<file path="config.mk">
export PLATFORM = sky130hd
export DESIGN_NAME = bus_chain_arbiter
export DESIGN_NICKNAME = d
export VERILOG_FILES = /design/src/rtl/arb_chain_pkg.sv /design/src/rtl/chain_arbiter.sv /design/src/rtl/chain_node.sv /design/src/rtl/chain_term.sv /design/src/rtl/bus_chain_arbiter.sv
export SDC_FILE = /design/constraint.sdc
export NUM_CORES = 1
export LEC_CHECK = 0
export ABC_AREA = 1
export CAP_MARGIN = 20
export CORE_ASPECT_RATIO = 0.9
export CORE_UTILIZATION = 40
export CTS_CLUSTER_SIZE = 16
export DETAILED_ROUTE_END_ITERATION = 16
export GPL_TIMING_DRIVEN = 0
export PLACE_DENSITY = 0.7
export SYNTH_ARGS = -nofsm -noshare
export SYNTH_HDL_FRONTEND = slang
export SYNTH_SLANG_ARGS = --single-unit
</file>
<file path="constraint.sdc">
create_clock -name clk_i -period 2.4 [get_ports clk_i]
set_input_delay 0.48 -clock clk_i [delete_from_list [all_inputs] [get_ports clk_i]]
set_output_delay 0.48 -clock clk_i [all_outputs]
set_load 0.02 [all_outputs]
</file>
<file path="src/rtl/arb_chain_pkg.sv">
package arb_chain_pkg;
  typedef enum logic [1:0] {
    NODE_IDLE,
    NODE_PEND,
    NODE_ACK,
    NODE_BUSY
  } node_st_e;

  typedef enum logic {
    ARB_IDLE,
    ARB_GRANT
  } arb_st_e;
endpackage

</file>
<file path="src/rtl/chain_arbiter.sv">
module chain_arbiter
  import arb_chain_pkg::*;
(
  input  logic clk_i,
  input  logic rst_ni,
  input  logic req_i,
  input  logic sack_i,
  input  logic bbsy_i,
  output logic grant_o,
  output logic stall_o
);
  arb_st_e st_q, st_d;
  logic    orphan_q;

  always_comb begin
    st_d = st_q;
    case (st_q)
      ARB_IDLE:  if (req_i && !sack_i && !bbsy_i) st_d = ARB_GRANT;
      ARB_GRANT: if (sack_i) st_d = ARB_IDLE;
      default:   st_d = ARB_IDLE;
    endcase
  end

  always_ff @(posedge clk_i or negedge rst_ni) begin
    if (!rst_ni) begin
      st_q     <= ARB_IDLE;
      orphan_q <= 1'b0;
    end else begin
      st_q     <= st_d;
      orphan_q <= (st_q == ARB_IDLE) && sack_i;
    end
  end

  assign grant_o = (st_q == ARB_GRANT);
  // a legal acknowledge overlaps the idle state for one cycle only
  assign stall_o = orphan_q && (st_q == ARB_IDLE) && sack_i;

  p_grant_hold_r4: assert property (@(posedge clk_i) disable iff (!rst_ni)
    grant_o && !sack_i |=> grant_o);

  p_grant_gate_r9: assert property (@(posedge clk_i) disable iff (!rst_ni)
    $rose(grant_o) |-> $past(!sack_i && !bbsy_i && req_i));
endmodule

</file>
<file path="src/rtl/chain_node.sv">
module chain_node
  import arb_chain_pkg::*;
(
  input  logic clk_i,
  input  logic rst_ni,
  input  logic init_i,
  input  logic req_i,
  input  logic cancel_i,
  input  logic done_i,
  input  logic cut_i,
  input  logic grant_i,
  output logic grant_o,
  output logic req_o,
  output logic ack_o,
  output logic busy_o
);
  node_st_e st_q, st_d;
  logic     grant_q;
  logic     rst_pend_q, rst_pend_d;
  logic     claim, hold;

  // claim only a grant that arrives while already pending
  assign claim = (st_q == NODE_PEND) && grant_i && !grant_q;
  assign hold  = claim || (st_q == NODE_ACK);
  // an open position reads as an asserted grant downstream
  assign grant_o = cut_i | (grant_i & ~hold);

  always_comb begin
    st_d = st_q;
    case (st_q)
      NODE_IDLE: if (req_i && !init_i && !rst_pend_q) st_d = NODE_PEND;
      NODE_PEND: begin
        if (claim)         st_d = NODE_ACK;
        else if (cancel_i) st_d = NODE_IDLE;
      end
      NODE_ACK:  if (!grant_i) st_d = NODE_BUSY;
      NODE_BUSY: if (done_i)   st_d = NODE_IDLE;
      default:   st_d = NODE_IDLE;
    endcase
    if (!init_i && rst_pend_q && st_q != NODE_BUSY) st_d = NODE_IDLE;
    rst_pend_d = init_i | (rst_pend_q & (st_q == NODE_BUSY));
  end

  always_ff @(posedge clk_i or negedge rst_ni) begin
    if (!rst_ni) begin
      st_q       <= NODE_IDLE;
      grant_q    <= 1'b0;
      rst_pend_q <= 1'b0;
    end else begin
      st_q       <= st_d;
      grant_q    <= grant_i;
      rst_pend_q <= rst_pend_d;
    end
  end

  assign req_o  = (st_q == NODE_PEND);
  assign ack_o  = (st_q == NODE_ACK);
  assign busy_o = (st_q == NODE_BUSY);

  p_ack_needs_grant_r1: assert property (@(posedge clk_i) disable iff (!rst_ni)
    $rose(ack_o) |-> $past(grant_i));

  p_busy_after_ack_r1: assert property (@(posedge clk_i) disable iff (!rst_ni)
    $rose(busy_o) |-> $past(ack_o) && !ack_o);

  p_busy_hold_r8: assert property (@(posedge clk_i) disable iff (!rst_ni)
    busy_o && !done_i |=> busy_o);
endmodule

</file>
<file path="src/rtl/chain_term.sv">
module chain_term (
  input  logic clk_i,
  input  logic rst_ni,
  input  logic grant_i,
  output logic ack_o
);
  logic ack_q;

  always_ff @(posedge clk_i or negedge rst_ni) begin
    if (!rst_ni) ack_q <= 1'b0;
    else         ack_q <= grant_i;
  end

  assign ack_o = ack_q;
endmodule

</file>
<file path="src/rtl/bus_chain_arbiter.sv">
module bus_chain_arbiter
  import arb_chain_pkg::*;
#(
  parameter int N_DEV = 4
) (
  input  logic             clk_i,
  input  logic             rst_ni,
  input  logic             bus_init_i,
  input  logic [N_DEV-1:0] req_i,
  input  logic [N_DEV-1:0] cancel_i,
  input  logic [N_DEV-1:0] done_i,
  input  logic [N_DEV-1:0] cut_i,
  output logic             grant_o,
  output logic             sack_o,
  output logic             bbsy_o,
  output logic [N_DEV-1:0] req_pend_o,
  output logic [N_DEV-1:0] dev_ack_o,
  output logic [N_DEV-1:0] busy_o,
  output logic             term_ack_o,
  output logic             stall_o
);
  localparam int N_SRC = N_DEV + 1;

  logic [N_DEV:0]   gchain;
  logic [N_SRC-1:0] ack_src;
  logic             arb_grant;

  chain_arbiter i_arb (
    .clk_i   (clk_i),
    .rst_ni  (rst_ni),
    .req_i   (|req_pend_o),
    .sack_i  (sack_o),
    .bbsy_i  (bbsy_o),
    .grant_o (arb_grant),
    .stall_o (stall_o)
  );

  assign gchain[0] = arb_grant;

  for (genvar i = 0; i < N_DEV; i++) begin : g_node
    chain_node i_node (
      .clk_i    (clk_i),
      .rst_ni   (rst_ni),
      .init_i   (bus_init_i),
      .req_i    (req_i[i]),
      .cancel_i (cancel_i[i]),
      .done_i   (done_i[i]),
      .cut_i    (cut_i[i]),
      .grant_i  (gchain[i]),
      .grant_o  (gchain[i+1]),
      .req_o    (req_pend_o[i]),
      .ack_o    (dev_ack_o[i]),
      .busy_o   (busy_o[i])
    );
  end

  chain_term i_term (
    .clk_i   (clk_i),
    .rst_ni  (rst_ni),
    .grant_i (gchain[N_DEV]),
    .ack_o   (term_ack_o)
  );

  assign ack_src = {term_ack_o, dev_ack_o};
  assign sack_o  = |ack_src;
  assign bbsy_o  = |busy_o;
  assign grant_o = arb_grant;

  p_one_owner_r7: assert property (@(posedge clk_i) disable iff (!rst_ni)
    $onehot0(busy_o));

  p_single_ack_r7: assert property (@(posedge clk_i) disable iff (!rst_ni)
    $fell(grant_o) |-> ($countones($past(ack_src)) == 1));
endmodule

</file>
==> Implementation_results.wiki, run 1 <==
{| class="wikitable"
! Metric !! Value
|-
| Fin area || 1703 sq um
|-
| Worst Path Arrival || 1.77 ns
|-
| Worst setup path endpoint || busy_o[1]
|-
| Avg Inst Size Synth || 7.456 sq um
|-
| Synth warn || 0
|-
| Maximum number of pins on one net before global-route repair || 20
|-
| Largest family of logic cells by synthesized area || simple AND/OR/NAND/NOR gates
|-
| Synthesized-area fraction occupied by adder cells || 0%
|-
| Fin. Hold Viols || 0
|-
| Start point of the critical path || g_node[1].i_node.st_q[1]
|-
| Post-synthesis sequential element count || 19
|-
| First-iteration detailed-routing DRC count || 42
|-
| DRC violation count after routing || 0
|-
| LEAKAGE || 0.8615 nW
|-
| Compound-cell area share of the yosys netlist || 11.35%
|-
| CTS Buf Count || 3
|-
| Setup repair after global routing missed its margin || no
|-
| Area of the multi-input gates || 580.6 sq um
|-
| Synthesized area || 1267 sq um
|-
| Setup CP Type || register to primary output
|-
| Number of top-level design ports || 36
|-
| Most frequent cell after synthesis || sky130_fd_sc_hd__inv_1
|-
| Width of the die || 61.34 um
|-
| Critical hold path startpoint || i_arb.grant_o
|-
| Clock transition at the registers of the reported paths || 0.11 ns
|-
| Xor-xnor portion of the synthesized cell area || 0%
|-
| CP Data Required Time || 1.92 ns
|-
| Number of antenna violations at the first check in global routing || 0
|-
| Result of the run || complete, no violations
|-
| Core Rows || 19
|-
| Number of library cell types mapped by synthesis || 28
|-
| Post-DP Area || 1670 sq um
|-
| Most used flip-flop cell after synthesis || sky130_fd_sc_hd__dfrtp_1
|-
| Max-slew headroom at the worst pin || 42.41%
|-
| Clock tree from TritonCTS || built
|-
| Most used standard cells in the synthesized netlist || 31 x sky130_fd_sc_hd__inv_1, 28 x sky130_fd_sc_hd__nand2_1, 19 x sky130_fd_sc_hd__dfrtp_1, 18 x sky130_fd_sc_hd__nor2_1, 12 x sky130_fd_sc_hd__buf_4
|-
| Largest clock skew in the final design || 0.003126 ns
|-
| Syn Inst Count || 170
|-
| Synthesized-area fraction occupied by and/or/nand/nor cells || 33.96%
|-
| Max Fclk || 445.4 MHz
|-
| Nets@finish || 229
|-
| Cell taking the most area after synthesis || sky130_fd_sc_hd__dfrtp_1
|-
| Initial Util || 41.65%
|-
| Maximum ir drop on the vdd rail || 0.4980 mV
|-
| Aggregate global routing overflow || 0
|-
| CTS Hold Buffers Added || 0
|-
| Number of post-CTS setup repair buffers || 0
|-
| Cell Count, Final, Fillers Out || 251
|-
| Number of maximum-capacitance constraint violations || 0
|-
| DRT antenna net count || 0
|-
| Wire length of the first global-routing pass || 4657 um
|-
| Fraction of synthesized area in multiplexers || 0%
|-
| Area fraction of the dominant cell type after synthesis || 37.51%
|-
| Worst r2r src || i_arb.grant_o
|-
| Antenna diode count || 0
|-
| Port bufs || 35
|-
| Count of filler cells inserted in the layout || 317
|-
| Routed wire per std cell || 11.27 um
|-
| Detailed-routing iteration count for the pre-antenna-repair pass || 4
|-
| Clock tree buffer depth || 2
|-
| Placer's final routability congestion estimate || 0.8319
|-
| Final slew viol count || 0
|-
| Height of the die || 55.40 um
|-
| Via count of the first global-routing pass || 1093
|-
| Post-synth EDFFs || 0
|-
| Worst Reg2Reg Path Length in Cells || 13
|-
| Final-report setup violation count || 0
|-
| Slack of the worst reg-to-reg path || 0.79 ns
|-
| Total power density per cell area || 1102 nW/um^2
|-
| Tightest Hold Check Type || register to register
|-
| Sequential cell area fraction in the yosys report || 37.51%
|-
| Worst reg2reg endpoint || g_node[3].i_node.st_q[0]
|-
| Async SR Flop Fraction || 100.0%
|-
| Number of H-tree branching levels || 1
|-
| Area of the core region || 3043 sq um
|-
| Via density || 4.661
|-
| Slew at the pin with the worst max-slew slack || 0.8611 ns
|-
| All-layer global routing usage || 18.21%
|-
| Post-cts gate resize count || 3
|-
| Net count of the mapped netlist || 189
|-
| Post-layout min period || 2.245 ns
|-
| Startpoint type of the worst setup path || register
|-
| Die outline area || 3398 sq um
|-
| CP Max Fanout || 5
|-
| Clock Sink Count || 19
|-
| Setup TNS || 0 ns
|-
| Latest clock arrival within the worst-skew pair || 0.30 ns
|-
| Synth top area cells || sky130_fd_sc_hd__dfrtp_1 38%, sky130_fd_sc_hd__inv_1 9.2%, sky130_fd_sc_hd__nand2_1 8.3%
|-
| Hpwl dp || 2293 um
|-
| Fraction of the cycle the final worst path needs || 93.56%
|-
| CP Capture Type || primary output
|-
| Fraction of layout instances using a drive strength above 1 || 18.18%
|-
| Wire length after detailed routing || 2829 um
|-
| Number of cells in the design after placement || 247
|-
| Vias || 1170
|-
| Post-synthesis to final-layout area growth || 34.35%
|-
| Master cell of the clock root buffer || sky130_fd_sc_hd__clkbuf_4
|-
| Sequential standard cell area || 475.5 sq um
|}
layout by cell type, fill, tap and decap left out, types with 2 or more instances in the layout:
cell type / n
sky130_fd_sc_hd__buf_4: 12
sky130_fd_sc_hd__inv_2: 3
sky130_fd_sc_hd__nand3_1: 11
sky130_fd_sc_hd__nand2_4: 3
sky130_fd_sc_hd__nand2_2: 4
sky130_fd_sc_hd__inv_1: 31
sky130_fd_sc_hd__nor3_1: 4
sky130_fd_sc_hd__clkbuf_4: 3
sky130_fd_sc_hd__dlygate4sd2_1: 2
sky130_fd_sc_hd__nor2_1: 18
sky130_fd_sc_hd__a21oi_1: 9
sky130_fd_sc_hd__dfrtp_1: 19
sky130_fd_sc_hd__nor2_2: 4
sky130_fd_sc_hd__o21ai_0: 7
sky130_fd_sc_hd__nand2_1: 28
sky130_fd_sc_hd__a31oi_1: 2
sky130_fd_sc_hd__clkdlybuf4s50_1: 32
sky130_fd_sc_hd__nand3_4: 2
final cells by class:
type	count	area share [%]
multi-input cells	105	34.09
flip-flops and latches	19	27.92
repair buffers	35	20.57
inverters	34	7.494
plain buffers	12	5.290
well taps	42	3.086
clock buffers	4	1.543
state kept, by name, indices dropped and copies added, names as in the netlist:
| register | flops |
|---|---|
| i_term.ack_o | 1 |
| g_node.i_node.rst_pend_q | 4 |
| i_arb.orphan_q | 1 |
| g_node.i_node.st_q | 8 |
| i_arb.grant_o | 1 |
| g_node.i_node.grant_q | 4 |
cell families after synthesis:
logic type / Yosys count
DFF: 19
buffers and inverters: 46
AOI/OAI and AO/OA: 24
and+or+nand+nor: 81
worst max-delay path: stages (launching register included):
cell and delay, ns:
sky130_fd_sc_hd__dfrtp_1 0.45, sky130_fd_sc_hd__nand2_1 0.15, sky130_fd_sc_hd__inv_1 0.16, sky130_fd_sc_hd__buf_4 0.13, sky130_fd_sc_hd__clkdlybuf4s50_1 0.59
per-stage QoR:
step	setup WS, ns	util (%)	power [W]	hold WS (ns)
6_report	0.1546	55.96	0.001876	0.4847
5_1_grt	0.01792	55.96	0.002047	0.5053
4_1_cts	0.03681	55.88	0.001898	0.4917
3_5_place_dp	0.1305	54.89	0.001738	0.4647
3_3_place_gp	0.1622	54.89	0.001709	0.4578
2_1_floorplan	0.6283	-	0.001342	0.1844
power breakdown:
group | internal [W] | total, W | switching [W]
Sequential | 0.000426 | 0.000511 | 0.0000841
Clock | 0.0000647 | 0.000167 | 0.000102
Combinational | 0.000527 | 0.00120 | 0.000671
Total | 0.00102 | 0.00188 | 0.000858
metal layers:
metal	up-vias	part of all wire, %	track usage, %
met1	533	44	25.11
met3	0	6.6	4.215
li1	605	-	-
met2	32	49	29.19
met5	-	0	0
met4	0	0	3.492
worst min path at each step:
stage	endpoint	slack, ns	cells after the start
floorplan	g_node[0].i_node.grant_q	0.18	0
global placement	g_node[0].i_node.grant_q	0.46	0
detailed placement	g_node[0].i_node.grant_q	0.46	0
CTS	g_node[0].i_node.grant_q	0.49	0
global route	g_node[0].i_node.grant_q	0.51	0
finish	g_node[0].i_node.grant_q	0.48	0
No activity file was read; power rests on OpenSTA's default activity.
==> inputs of run 2 (changes only) <==
CTS_CLUSTER_SIZE = 30   (was 16)
==> results of run 2 <==
The final DEF is identical to that of run 1; final timing and power are the same.
